===== src/rtl/gpio_setclr_bank.sv =====
module gpio_setclr_bank #(
  parameter int NUM_PINS  = 28,
  parameter int ADDR_W    = 8,
  parameter int HIGH_OFS  = 'h80,
  parameter int MAP_BASE  = 'h40
) (
  input  logic                  clk,
  input  logic                  rst_n,
  input  logic                  wr_en,
  input  logic [ADDR_W-1:0]     addr,
  input  logic [31:0]           wdata,
  output logic [31:0]           rdata,
  input  logic [NUM_PINS-1:0]   pin_in,
  output logic [NUM_PINS-1:0]   pin_out,
  output logic [NUM_PINS-1:0]   pin_oe,
  output logic [4*NUM_PINS-1:0] ev_map
);

  localparam int BANK_W   = 16;
  localparam int MAP_REGS = (NUM_PINS + 7) / 8;
  localparam int OFS_VAL  = 'h00;
  localparam int OFS_OE   = 'h04;
  localparam int OFS_IN   = 'h08;

  logic [NUM_PINS-1:0] val_q, oe_q;
  logic [3:0]          map_q [NUM_PINS];

  logic sel_val_lo, sel_val_hi, sel_oe_lo, sel_oe_hi, sel_in_lo, sel_in_hi;
  logic map_hit, unmapped;
  logic [ADDR_W-1:0] map_off;

  assign sel_val_lo = addr == ADDR_W'(OFS_VAL);
  assign sel_val_hi = addr == ADDR_W'(HIGH_OFS + OFS_VAL);
  assign sel_oe_lo  = addr == ADDR_W'(OFS_OE);
  assign sel_oe_hi  = addr == ADDR_W'(HIGH_OFS + OFS_OE);
  assign sel_in_lo  = addr == ADDR_W'(OFS_IN);
  assign sel_in_hi  = addr == ADDR_W'(HIGH_OFS + OFS_IN);
  assign map_off    = addr - ADDR_W'(MAP_BASE);
  assign map_hit    = (addr >= ADDR_W'(MAP_BASE)) &&
                      (addr <  ADDR_W'(MAP_BASE + 4 * MAP_REGS)) &&
                      (addr[1:0] == 2'b00);
  assign unmapped   = !(sel_val_lo || sel_val_hi || sel_oe_lo || sel_oe_hi ||
                        sel_in_lo || sel_in_hi || map_hit);

  function automatic logic [NUM_PINS-1:0] apply_sc(input logic [NUM_PINS-1:0] cur,
                                                   input logic [31:0] w,
                                                   input logic hi);
    logic [NUM_PINS-1:0] nxt;
    int base;
    nxt  = cur;
    base = hi ? BANK_W : 0;
    for (int k = 0; k < BANK_W; k++) begin
      if (k + base < NUM_PINS) begin
        if (w[BANK_W + k])  nxt[k + base] = 1'b0;
        else if (w[k])      nxt[k + base] = 1'b1;
      end
    end
    return nxt;
  endfunction

  function automatic logic [31:0] bank_view(input logic [NUM_PINS-1:0] v, input logic hi);
    logic [31:0] r;
    int base;
    r    = '0;
    base = hi ? BANK_W : 0;
    for (int k = 0; k < BANK_W; k++)
      if (k + base < NUM_PINS) r[k] = v[k + base];
    return r;
  endfunction

  always_ff @(posedge clk or negedge rst_n) begin
    if (!rst_n) begin
      val_q <= '0;
      oe_q  <= '0;
      for (int p = 0; p < NUM_PINS; p++) map_q[p] <= 4'h0;
    end else if (wr_en) begin
      if (sel_val_lo) val_q <= apply_sc(val_q, wdata, 1'b0);
      if (sel_val_hi) val_q <= apply_sc(val_q, wdata, 1'b1);
      if (sel_oe_lo)  oe_q  <= apply_sc(oe_q,  wdata, 1'b0);
      if (sel_oe_hi)  oe_q  <= apply_sc(oe_q,  wdata, 1'b1);
      if (map_hit)
        for (int p = 0; p < NUM_PINS; p++)
          if (map_off[ADDR_W-1:2] == (ADDR_W-2)'(p / 8))
            map_q[p] <= wdata[(p % 8) * 4 +: 4];
    end
  end

  always_comb begin
    rdata = '0;
    if (sel_val_lo)      rdata = bank_view(val_q,  1'b0);
    else if (sel_val_hi) rdata = bank_view(val_q,  1'b1);
    else if (sel_oe_lo)  rdata = bank_view(oe_q,   1'b0);
    else if (sel_oe_hi)  rdata = bank_view(oe_q,   1'b1);
    else if (sel_in_lo)  rdata = bank_view(pin_in, 1'b0);
    else if (sel_in_hi)  rdata = bank_view(pin_in, 1'b1);
    else if (map_hit)
      for (int p = 0; p < NUM_PINS; p++)
        if (map_off[ADDR_W-1:2] == (ADDR_W-2)'(p / 8))
          rdata[(p % 8) * 4 +: 4] = map_q[p];
  end

  assign pin_oe  = oe_q;
  assign pin_out = val_q & oe_q;

  for (genvar p = 0; p < NUM_PINS; p++) begin : g_map
    assign ev_map[4*p +: 4] = map_q[p];
  end

  AST_SET_LOW_PIN0: assert property (@(posedge clk) disable iff (!rst_n)
    (wr_en && sel_val_lo && wdata[0] && !wdata[16]) |=> val_q[0]);
  AST_CLEAR_HIGH_PIN16: assert property (@(posedge clk) disable iff (!rst_n)
    (wr_en && sel_val_hi && wdata[16]) |=> !val_q[16]);
  AST_CLEAR_WINS: assert property (@(posedge clk) disable iff (!rst_n)
    (wr_en && sel_oe_lo && wdata[0] && wdata[16]) |=> !pin_oe[0]);
  AST_IDLE_HOLDS: assert property (@(posedge clk) disable iff (!rst_n)
    !wr_en |=> ($stable(val_q) && $stable(oe_q)));
  AST_UNMAPPED_INERT: assert property (@(posedge clk) disable iff (!rst_n)
    (wr_en && unmapped) |=> ($stable(pin_out) && $stable(pin_oe) && $stable(ev_map)));
  AST_INPUT_READONLY: assert property (@(posedge clk) disable iff (!rst_n)
    (wr_en && (sel_in_lo || sel_in_hi)) |=> ($stable(pin_oe) && $stable(pin_out)));

endmodule


===== config.mk =====
export PLATFORM = sky130hd
export DESIGN_NAME = gpio_setclr_bank
export DESIGN_NICKNAME = d
export VERILOG_FILES = /design/src/rtl/gpio_setclr_bank.sv
export SDC_FILE = /design/constraint.sdc
export NUM_CORES = 1
export LEC_CHECK = 0
export ABC_AREA = 1
export BUFFER_PORTS_ARGS = -buffer_cell sky130_fd_sc_hd__buf_2
export CAP_MARGIN = 20
export CORE_MARGIN = 5
export CORE_UTILIZATION = 30
export DETAILED_ROUTE_END_ITERATION = 16
export SETUP_SLACK_MARGIN = 0.15
export SLEW_MARGIN = 20
export SYNTH_ARGS = -nofsm -noshare
export SYNTH_HDL_FRONTEND = slang
export SYNTH_SLANG_ARGS = --single-unit

===== constraint.sdc =====
create_clock -name clk -period 2.29 [get_ports clk]
set_clock_uncertainty 0.1 [all_clocks]
set_input_delay 0.3435 -clock clk [delete_from_list [all_inputs] [get_ports clk]]
set_output_delay 0.3435 -clock clk [all_outputs]
set_load 0.02 [all_outputs]

==> results.sh <==
export IMPL_nets=1508
export IMPL_worstHoldPathType="input port to flop"
export IMPL_io_buffer_count=270
export IMPL_cts_tree="done"
export IMPL_die_x_um=180.9
export IMPL_root_buffer="clkbuf_16"
export IMPL_synth_seq_cells=168
export IMPL_status="complete, no violations"
export IMPL_initial_core_util_pct=30.43
export IMPL_fin_crit_sh_pct=93.74
export IMPL_synth_seq_area_share_pct=48.01
export IMPL_p_leak_uw=0.007008
export IMPL_vias_per_cell=4.769
export IMPL_synthArstFlopShare_pct=100.0
export IMPL_worstPathRequired_ns=1.85
export IMPL_die_area_um2=32710
export IMPL_numCtsBuffers=17
export IMPL_worstSkewPairLatency_ns=0.42
export IMPL_synth_nets=1188
export IMPL_area_growth_pct=37.66
export IMPL_path_cells="buf_8, inv_4, nand2_8, nor2_4, buf_8, buf_12, o211ai_1, nor2_1, nand2_1, nand4_1, nand2_1, nand2_2, buf_6"
export IMPL_grt_pass1_vias=8481
export IMPL_peakVddDrop_mv=0.3411
export IMPL_power_density_nw_per_um2=551.4
export IMPL_rows=62
export IMPL_arrival_ns=1.70
export IMPL_dieHeight_um=180.9
export IMPL_syn_area_per_cell_um2=7.840
export IMPL_antenna_found_initial=1
export IMPL_design_area_um2=12060
export IMPL_grt_overflow=0
export IMPL_grt_pass1_wl_um=52030
export IMPL_worstSetupStartpointType="input port"
export IMPL_drv_slew=0
export IMPL_hold_violations=0
export IMPL_whs_ns=0.01650
export IMPL_drive_above_1_share_pct=32.14
export IMPL_drt_iter0_markers=609
export IMPL_htreeDepth=4
export IMPL_vias=8751
export IMPL_nFillCells=2928
export IMPL_grt_max_degree=46
export IMPL_synth_edf_count=0
export IMPL_wire_per_inst_um=18.58
export IMPL_cap_violations=0
export IMPL_dr_pass1_iters=7
export IMPL_fmax_mhz=465.9
export IMPL_track_usage_pct=20.34
export IMPL_coreArea_um2=28780
export IMPL_clk_path_buf_depth=2
export IMPL_dp_hpwl_um=25910
export IMPL_relSlewSlack_pct=71.22
export IMPL_cts_sink_count=168
export IMPL_placed_cell_area_um2=10900
export IMPL_ant_nets=0
export IMPL_ys_types=30
export IMPL_tightestPinTransition_ns=0.4317
export IMPL_ios=271
export IMPL_drc=0
export IMPL_crit_type="input port to output pin"
export IMPL_yosys_warnings=0
export IMPL_finalSetupViolations=0
export IMPL_syn_inst=1117
export IMPL_rsz0062_at_grt="yes"
export IMPL_clkTransAtPathRegs_ns=0.07
export IMPL_routed_wl_um=34100
export IMPL_fin_crit_ns=2.147
export IMPL_ys_flop_type="dfrtp_1"
export IMPL_endpoint_kind="output pin"
export IMPL_gp_routability_congestion=0.8989
export IMPL_slowest_stage="buf_8"
export IMPL_cp_slowest_stage_delay_ns=0.15
export IMPL_cp_max_fo=6
export IMPL_netlist_area_um2=8757
-- path summary, 6_finish.rpt --
path                                        startpoint                      to  slack [ns]  depth (start not counted)
worst min-delay path                         wdata[16]   val_q[16]$_DFFE_PN0P_        0.02                          2
worst max register to register  pin_oe[23]$_DFFE_PN0P_  pin_oe[23]$_DFFE_PN0P_        1.33                          1
worst max-delay path                           addr[5]                rdata[2]        0.14                         13
worst min register to register  ev_map[98]$_DFFE_PN0P_  ev_map[98]$_DFFE_PN0P_        0.42                          2
min in group asynchronous                        rst_n  ev_map[92]$_DFFE_PN0P_        0.27                          2
max in group asynchronous                        rst_n  pin_oe[13]$_DFFE_PN0P_        1.10                          3
-- registers in the layout (all words and copies together) (netlist names) --
| register | cells |
|---|---|
| pin_oe | 28 |
| ev_map | 112 |
| val_q | 28 |
-- where the power goes --
part | total, µW | switching [µW] | internal, µW
logic | 674 | 445 | 229
clock network | 2850 | 1320 | 1530
registers | 3120 | 78.1 | 3040
total | 6650 | 1840 | 4800
-- routing by layer --
layer	global-route usage, %	wire, µm
met5	0	0
met2	32.32	15760
met4	6.140	837
met1	28.65	15670
met3	3.258	1832
-- cells in the mapped netlist, types with 4 or more instances --
master	count	area, µm²
o21ai_2	16	140.1
o21ai_1	96	480.5
dfrtp_1	168	4204
nand2_1	377	1415
a31oi_1	12	75.07
mux2_1	10	112.6
o21ai_0	12	60.06
a22oi_1	16	120.1
nand4_1	23	143.9
a21oi_1	28	140.1
nor2_2	5	31.28
inv_2	4	15.01
o211ai_1	6	45.04
mux2i_1	20	200.2
inv_1	139	521.8
nor2_1	58	217.7
buf_6	15	168.9
nand2_2	6	37.54
clkbuf_1	8	30.03
nor2_4	4	45.04
nand3_1	42	210.2
buf_2	26	130.1
or2_2	13	81.33
-- logic make-up (layout without fill, tap and decap cells) --
| family | Yosys count | in the layout | share of synthesized area [%] |
|---|---|---|---|
| buffers and inverters | 195 | 528 | 10.06 |
| muxes | 32 | 32 | 3.829 |
| DFF | 168 | 168 | 48.01 |
| other | 0 | 1 | 0 |
| and+or+nand+nor | 533 | 533 | 25.78 |
| AOI/OAI and AO/OA | 189 | 189 | 12.33 |
-- worst max-delay path, delay by kind of cell --
family	cells	cell delay [ns]
AND/OR/NAND/NOR	7	0.71
buffers and inverters	5	0.57
AO/OA/AOI/OAI	1	0.08
-- metrics by stage --
stage	instances	total power [µW]	TNS [ns]	setup slack (ns)	utilization (%)
final	1835	6647	0	0.1434	41.89
after global routing	1834	6915	0	0.02292	41.88
after CTS	1826	6670	0	0.1248	40.74
after detailed placement	1780	3798	-0.008421	-0.008421	37.87
after global placement	1780	3792	-0.002289	-0.002289	37.87
after floorplan	1117	3432	0	0.3446	-
-- cells in the final DEF (no fill, tap or decap), drive strengths merged, types with 3 or more instances in the layout --
| master | instances |
|---|---|
| o22ai | 3 |
| nor2 | 68 |
| nand4 | 24 |
| o211ai | 6 |
| buf | 339 |
| dlygate4sd3 | 9 |
| a31oi | 12 |
| dfrtp | 168 |
| o21ai | 124 |
| inv | 150 |
| mux2 | 12 |
| mux2i | 20 |
| a21oi | 28 |
| clkbuf | 21 |
| nand3 | 42 |
| nand2 | 386 |
| clkinv | 7 |
| a22oi | 16 |
| or2 | 13 |
-- cell type report --
cell class	count	area, µm²	share of cell area (%)
diodes	1	2.502	0.02076
clock buffers	18	429.2	3.560
clock inverters	14	138.9	1.152
inverters	145	555.5	4.608
multi-input cells	754	3831	31.78
flip-flops and latches	168	4204	34.87
well taps	384	480.5	3.985
repair buffers	351	2414	20.02
-- repair_timing --
action	4_1_cts	5_1_grt
pin swaps	3	29
hold buffers	9	0
endpoints found under the hold margin	39	0
endpoints found under the setup margin	32	32
buffers inserted	4	6
gates resized for setup	34	75
cloned	1	2
(Power assumes the default switching activity.)
